**config.mk**
```make
export PLATFORM = sky130hd
export DESIGN_NAME = regbank_mapped
export DESIGN_NICKNAME = d
export VERILOG_FILES = /design/src/rtl/regbank_pkg.sv /design/src/rtl/regbank_rst_sync.sv /design/src/rtl/regbank_wr_guard.sv /design/src/rtl/regbank_store.sv /design/src/rtl/regbank_rd_mux.sv /design/src/rtl/regbank_mapped.sv
export SDC_FILE = /design/constraint.sdc
export NUM_CORES = 2
export LEC_CHECK = 0
export BUFFER_PORTS_ARGS = -buffer_cell sky130_fd_sc_hd__buf_2
export CAP_MARGIN = 20
export CORE_AREA = 3 3 479 481
export DETAILED_ROUTE_END_ITERATION = 16
export DIE_AREA = 0 0 482 484
export PLACE_DENSITY = 0.41
export SYNTH_ARGS = -nofsm -noshare
export SYNTH_HDL_FRONTEND = slang
export SYNTH_HIERARCHICAL = 1
export SYNTH_SLANG_ARGS = --single-unit
export TNS_END_PERCENT = 5
```
**constraint.sdc**
```tcl
create_clock -name clk -period 78.9 [get_ports clk]
set_clock_uncertainty 0.15 [all_clocks]
set_input_delay 3.945 -clock clk [delete_from_list [all_inputs] [get_ports clk]]
set_output_delay 3.945 -clock clk [all_outputs]
set_load 0.02 [all_outputs]
```
**src/rtl/regbank_pkg.sv**
```systemverilog
package regbank_pkg;
  parameter int unsigned NUM_REGS = 64;
  parameter int unsigned DATA_W   = 16;
  localparam int unsigned IDX_W   = $clog2(NUM_REGS);

  localparam int unsigned IDX_ZERO    = 0;
  localparam int unsigned IDX_PERIOD0 = 52;
  localparam int unsigned IDX_TVEC0   = 54;
  localparam int unsigned IDX_EVEC0   = 56;
  localparam int unsigned IDX_OUTP    = 58;
  localparam int unsigned IDX_CTRL    = 59;
  localparam int unsigned IDX_TMR1    = 60;
  localparam int unsigned IDX_TMR2    = 61;
  localparam int unsigned IDX_INP     = 62;
  localparam int unsigned IDX_RETPC   = 63;

  typedef enum logic [1:0] {
    KIND_ZERO    = 2'd0,
    KIND_STORE   = 2'd1,
    KIND_LIVE    = 2'd2,
    KIND_CAPTURE = 2'd3
  } reg_kind_e;

  function automatic reg_kind_e kind_of(int unsigned idx);
    if (idx == IDX_ZERO) return KIND_ZERO;
    if (idx == IDX_TMR1 || idx == IDX_TMR2 || idx == IDX_INP) return KIND_LIVE;
    if (idx == IDX_RETPC) return KIND_CAPTURE;
    return KIND_STORE;
  endfunction
endpackage

```
**src/rtl/regbank_rst_sync.sv**
```systemverilog
module regbank_rst_sync (
  input  logic clk,
  input  logic rst_n,
  output logic rst_sync_n
);
  logic stage1_q, stage2_q;

  always_ff @(posedge clk or negedge rst_n) begin
    if (!rst_n) begin
      stage1_q <= 1'b0;
      stage2_q <= 1'b0;
    end else begin
      stage1_q <= 1'b1;
      stage2_q <= stage1_q;
    end
  end

  assign rst_sync_n = stage2_q;
endmodule

```
**src/rtl/regbank_wr_guard.sv**
```systemverilog
module regbank_wr_guard
  import regbank_pkg::*;
(
  input  logic                clk,
  input  logic                rst_n,
  input  logic                wr_en,
  input  logic [IDX_W-1:0]    wr_idx,
  output logic [NUM_REGS-1:0] we_vec
);
  for (genvar k = 0; k < NUM_REGS; k++) begin : g_dec
    if (kind_of(k) == KIND_STORE) begin : g_open
      assign we_vec[k] = wr_en && (wr_idx == IDX_W'(k));
    end else begin : g_shut
      assign we_vec[k] = 1'b0;
    end
  end

  // a single write port can enable at most one entry
  assert_single_enable_R3: assert property (@(posedge clk) disable iff (!rst_n)
    $onehot0(we_vec));
endmodule

```
**src/rtl/regbank_store.sv**
```systemverilog
module regbank_store
  import regbank_pkg::*;
(
  input  logic                             clk,
  input  logic                             rst_n,
  input  logic [NUM_REGS-1:0]              we_vec,
  input  logic [DATA_W-1:0]                wr_data,
  input  logic                             wr_en,
  input  logic [IDX_W-1:0]                 wr_idx,
  input  logic                             irq_capture,
  input  logic [DATA_W-1:0]                irq_pc,
  output logic [NUM_REGS-1:0][DATA_W-1:0]  regs
);
  for (genvar k = 0; k < NUM_REGS; k++) begin : g_ent
    if (kind_of(k) == KIND_STORE) begin : g_store
      logic [DATA_W-1:0] d, q;
      always_comb d = we_vec[k] ? wr_data : q;
      always_ff @(posedge clk or negedge rst_n) begin
        if (!rst_n) q <= '0;
        else        q <= d;
      end
      assign regs[k] = q;

      assert_write_lands_R3: assert property (@(posedge clk) disable iff (!rst_n)
        we_vec[k] |=> (regs[k] == $past(wr_data)));
    end else if (kind_of(k) == KIND_CAPTURE) begin : g_cap
      logic [DATA_W-1:0] d, q;
      always_comb d = irq_capture ? irq_pc : q;
      always_ff @(posedge clk or negedge rst_n) begin
        if (!rst_n) q <= '0;
        else        q <= d;
      end
      assign regs[k] = q;

      assert_capture_loads_R8: assert property (@(posedge clk) disable iff (!rst_n)
        irq_capture |=> (regs[k] == $past(irq_pc)));
      assert_no_port_write_R8: assert property (@(posedge clk) disable iff (!rst_n)
        (wr_en && wr_idx == IDX_W'(k) && !irq_capture) |=> $stable(regs[k]));
    end else begin : g_none
      assign regs[k] = '0;
    end
  end
endmodule

```
**src/rtl/regbank_rd_mux.sv**
```systemverilog
module regbank_rd_mux
  import regbank_pkg::*;
(
  input  logic                             clk,
  input  logic                             rst_n,
  input  logic [IDX_W-1:0]                 rd_idx,
  input  logic [NUM_REGS-1:0][DATA_W-1:0]  regs,
  input  logic [DATA_W-1:0]                timer1_val,
  input  logic [DATA_W-1:0]                timer2_val,
  input  logic [DATA_W-1:0]                in_port,
  output logic [DATA_W-1:0]                rd_data
);
  always_comb begin
    unique case (rd_idx)
      IDX_W'(IDX_TMR1): rd_data = timer1_val;
      IDX_W'(IDX_TMR2): rd_data = timer2_val;
      IDX_W'(IDX_INP):  rd_data = in_port;
      default:          rd_data = regs[rd_idx];
    endcase
  end

  assert_live_timer1_R7: assert property (@(posedge clk) disable iff (!rst_n)
    (rd_idx == IDX_W'(IDX_TMR1)) |-> (rd_data == timer1_val));
  assert_live_input_R7: assert property (@(posedge clk) disable iff (!rst_n)
    (rd_idx == IDX_W'(IDX_INP)) |-> (rd_data == in_port));
endmodule

```
**src/rtl/regbank_mapped.sv**
```systemverilog
module regbank_mapped
  import regbank_pkg::*;
(
  input  logic                clk,
  input  logic                rst_n,
  input  logic [IDX_W-1:0]    rd_a_idx,
  output logic [DATA_W-1:0]   rd_a_data,
  input  logic [IDX_W-1:0]    rd_b_idx,
  output logic [DATA_W-1:0]   rd_b_data,
  input  logic                wr_en,
  input  logic [IDX_W-1:0]    wr_idx,
  input  logic [DATA_W-1:0]   wr_data,
  input  logic                irq_capture,
  input  logic [DATA_W-1:0]   irq_pc,
  input  logic [DATA_W-1:0]   timer1_val,
  input  logic [DATA_W-1:0]   timer2_val,
  input  logic [DATA_W-1:0]   in_port,
  output logic [DATA_W-1:0]   out_port,
  output logic [DATA_W-1:0]   ctrl_word,
  output logic [2*DATA_W-1:0] tmr_period,
  output logic [2*DATA_W-1:0] tmr_vector,
  output logic [2*DATA_W-1:0] ext_vector
);
  logic                            rst_sync_n;
  logic [NUM_REGS-1:0]             we_vec;
  logic [NUM_REGS-1:0][DATA_W-1:0] regs;

  regbank_rst_sync u_rst (.clk(clk), .rst_n(rst_n), .rst_sync_n(rst_sync_n));

  regbank_wr_guard u_guard (
    .clk(clk), .rst_n(rst_sync_n), .wr_en(wr_en), .wr_idx(wr_idx), .we_vec(we_vec)
  );

  regbank_store u_store (
    .clk(clk), .rst_n(rst_sync_n), .we_vec(we_vec), .wr_data(wr_data),
    .wr_en(wr_en), .wr_idx(wr_idx), .irq_capture(irq_capture), .irq_pc(irq_pc),
    .regs(regs)
  );

  regbank_rd_mux u_rd_a (
    .clk(clk), .rst_n(rst_sync_n), .rd_idx(rd_a_idx), .regs(regs),
    .timer1_val(timer1_val), .timer2_val(timer2_val), .in_port(in_port),
    .rd_data(rd_a_data)
  );

  regbank_rd_mux u_rd_b (
    .clk(clk), .rst_n(rst_sync_n), .rd_idx(rd_b_idx), .regs(regs),
    .timer1_val(timer1_val), .timer2_val(timer2_val), .in_port(in_port),
    .rd_data(rd_b_data)
  );

  assign out_port   = regs[IDX_OUTP];
  assign ctrl_word  = regs[IDX_CTRL];
  assign tmr_period = {regs[IDX_PERIOD0+1], regs[IDX_PERIOD0]};
  assign tmr_vector = {regs[IDX_TVEC0+1],   regs[IDX_TVEC0]};
  assign ext_vector = {regs[IDX_EVEC0+1],   regs[IDX_EVEC0]};

  assert_zero_reads_R2: assert property (@(posedge clk) disable iff (!rst_sync_n)
    (rd_b_idx == '0) |-> (rd_b_data == '0));
endmodule

```
# --- Word-level counts from Yosys, hierarchy flattened ---
# Index checks and enable logic that the tools add are counted.
totals:
  mem_bits_rw: 0
  word_cells: 194
  romBits: 0
  regBits: 962
  out_inout_bits: 160
  mem_count: 0
  latch_bits: 0
  inputBits: 102
op_classes:
  mux: 6
  shifts: 0
  multipliers: 0
  eq_ne: 65
  n_lt_le_gt_ge: 2
  bitwise_logic: 0
  addsub: 0
  reduce_logical: 59
  div_mod_pow: 0
ops:
  columns: ["op", "count"]
  rows:
  - ["$eq 6x6->1 const B", 34]
  - ["$bmux 16 s6", 2]
  - ["$eq 6x5->1 const B", 16]
  - ["$pmux 16 s3", 2]
  - ["$logic_and 1x1->1", 59]
  - ["$eq 6x4->1 const B", 8]
  - ["$mux 16", 2]
  - ["$eq 6x3->1 const B", 4]
  - ["$lt 6x7->1 const B", 2]
  - ["$eq 6x2->1 const B", 2]
  - ["$eq 6x1->1 const B", 1]

# --- Depth between registers and ports, before layout ---
logic_depth:
  word_depth: 3
  depth_mapped: 11
  depth_no_buf: 5

# --- By module ---
# Netlist, hierarchy kept.
by_module_without_submodules:
  columns: ["module", "seq_area_each_um2", "area_each_um2", "n_inst", "cells_each"]
  rows:
  - ["regbank_store", 24023.0, 38174.1, 1, 2201]
  - ["regbank_rd_mux", 0.0, 8734.6, 2, 699]
  - ["regbank_wr_guard", 0.0, 515.5, 1, 94]
  - ["regbank_rst_sync", 50.0, 53.8, 1, 3]

# --- Worst setup path before layout ---
# OpenSTA, ideal clock, no wires.
synth_timing:
  path_type: "input to output"
  start: "in rd_a_idx[0]"
  end: "out rd_a_data[7]"
  path_stages: 8
  arrival_time_ps: 5746
  required_ps: 74805
  slack_ps: 69059
  n_path_buf: 3
  path_cell_list: "buf_4 buf_6 buf_2 mux4_2 a221oi_1 nand2_1 a311oi_1 a21oi_1"
synth_between:
  elab_chain_cells: 3
  elab_cells_between_ends: 6
  classes_between: "eq/ne (3); mux (3)"
synth_rtl:
  columns: ["element", "line_no", "text"]
  rows:
  - ["from (decl)", "regbank_mapped.sv:6", "input logic [IDX_W-1:0] rd_a_idx,"]
  - ["$bmux 16 s6", "regbank_rd_mux.sv:18", "default: rd_data = regs[rd_idx];"]
  - ["$mux 16 (implied by the code)", "regbank_rd_mux.sv:18", null]
  - ["$pmux 16 s3 (*)", "regbank_rd_mux.sv:14", "unique case (rd_idx)"]
  - ["to (decl)", "regbank_mapped.sv:7", "output logic [DATA_W-1:0] rd_a_data,"]
# Mark *: on every way between the ends. The rest lies on a longest branch, timed or not. The select of a mux whose other input is x is not followed.

# --- Worst setup path in the final report ---
layout_timing:
  start: "in rd_a_idx[0]"
  end: "out rd_a_data[15]"
# The elaborated chain is that of the path after synthesis.

==> flow_summary.json <==
{
  "area_growth_pct": 13.2,
  "register_area_mm2": 0.0241,
  "critPathMaxFanout": 54,
  "die_x_um": 482,
  "postSynthAreaPerCell_um2": 15.2,
  "power_uw": 1490,
  "outcome": "complete, no violations",
  "peakVddDrop_uv": 19.8,
  "initial_core_util": 0.250,
  "antenna_found_initial": 18,
  "numPortBuffers": 261,
  "grt_pass1_wl_mm": 318,
  "core_area_mm2": 0.225,
  "place.gp.congestion": 0.791,
  "clk_latency_ps": 750,
  "fin_tns_setup_ps": 0,
  "synthesis.area_mm2": 0.0562,
  "hold_path.class": "reg2reg",
  "gr-total-overflow": 0,
  "worstPathArrival_ps": 8610,
  "start_kind": "input pin",
  "cts_buffers": 120,
  "yosys_warnings": 6,
  "drive_gt1_frac": 0.561,
  "routed_wl_mm": 229,
  "nets": 3890,
  "grt_pass1_vias": 37400,
  "cp.required_ps": 74810,
  "cts_hold_buf": 0,
  "end_kind": "output port",
  "crit_type": "in2out",
  "period_needed_ps": 12700,
  "mostFrequentLayoutCells": "961 x dfrtp_1, 797 x mux2_2, 488 x mux4_2",
  "fmaxAchievable_ghz": 0.0787,
  "rsz0062_at_grt": "false",
  "multi_input_area_mm2": 0.0290,
  "final_common_cell": "dfrtp_1",
  "drt_iter0_markers": 2995,
  "fillers": 22900,
  "utilization": 0.282,
  "fin_crit_sh": 0.161,
  "antenna_left": 0,
  "drt-pass1-iter-count": 5,
  "clkSinkCount": 962,
  "grt_max_degree": 162,
  "vias_per_cell": 5.16,
  "path_clk_slew_ps": 60,
  "num_rows": 174,
  "worstMarginPinSlew_ps": 1190,
  "power_leakage_uw": 0.0271,
  "clockBufferDepth": 3,
  "avgRoutedWirePerCell_um": 33.2,
  "grtUsageTotal": 0.193,
  "die_y_um": 484,
  "maxSlewHeadroom": 0.202,
  "cts_root_buf": "clkbuf_16",
  "power_density_mw_per_mm2": 23.5,
  "cts-resized-gates": 0,
  "dpl.hpwl_mm": 147,
  "dieArea_mm2": 0.233,
  "dr_total_vias": 35500,
  "place_area_mm2": 0.0593,
  "cts_setup_buffers": 0,
  "cts_tree": "built",
  "drv_slew": 0,
  "drc": 0,
  "final_area_mm2": 0.0636,
  "synthCells": 3690,
  "max-cap-violations": 0,
  "finalSetupViolCount": 0,
  "io_pins": 262,
  "hold_viol": 0,
  "htree_levels": 3
}
-- worst paths after layout --
check                                 startpoint                               to  slack [ps]  depth (start not counted)
max in group asynchronous       u_rst/rst_sync_n  u_store/g_ent[57].g_store.q[10]       74220                          5
min in group asynchronous       u_rst/rst_sync_n   u_store/g_ent[55].g_store.q[4]         210                          0
worst min-delay path              u_rst/stage1_q                 u_rst/rst_sync_n         200                          0
worst max register to register  u_rst/rst_sync_n  u_store/g_ent[57].g_store.q[10]       74220                          5
worst min register to register    u_rst/stage1_q                 u_rst/rst_sync_n         200                          0
worst max-delay path                 rd_a_idx[0]                    rd_a_data[15]       66200                         10
-- metal layers --
metal | up-vias | track usage | routed length, µm
met5 | - | 0 | 65
met4 | 10 | 0.0615 | 8250
met3 | 318 | 0.0384 | 14000
met2 | 1122 | 0.318 | 110000
met1 | 19600 | 0.253 | 96400
li1 | 14400 | - | -
-- through the flow --
step                cells  setup WS [ps]  hold WS [ps]
floorplan            3753          49950           181
global placement     6653          65950           182
detailed placement   6658          65950           185
CTS                  6880          65950           198
global route         6881          65900           223
finish               6884          66200           196
-- area by class of cell --
cell class,count,area share
clock inverter,48,0.0102
clock buffer,174,0.0563
tap,2992,0.0589
timing repair buffer,402,0.0396
antenna,4,0.000157
inverter,2,0.000118
multi-input combinational,2300,0.456
sequential,962,0.379
-- state kept, by name (all words and copies together) (netlist names) --
| register | flops |
|---|---|
| u_rst/rst_sync_n | 1 |
| u_store/g_ent.g_cap.q | 16 |
| u_rst/stage1_q | 1 |
| u_store/g_ent.g_store.q | 944 |
-- worst max-delay path, stage by stage --
cell and delay, ps:
buf_8 450, buf_4 570, buf_4 730, buf_4 550, mux4_2 560, a22oi_1 320, a21oi_1 190, a211oi_1 730
a21oi_1 120, buf_2 210
-- power by group --
part           internal, µW  switching, µW  total (µW)
Combinational           146            138         284
Sequential              559           54.0         613
Clock                   356            239         595
Total                  1060            431        1490
No activity file was read; power rests on OpenSTA's default activity.
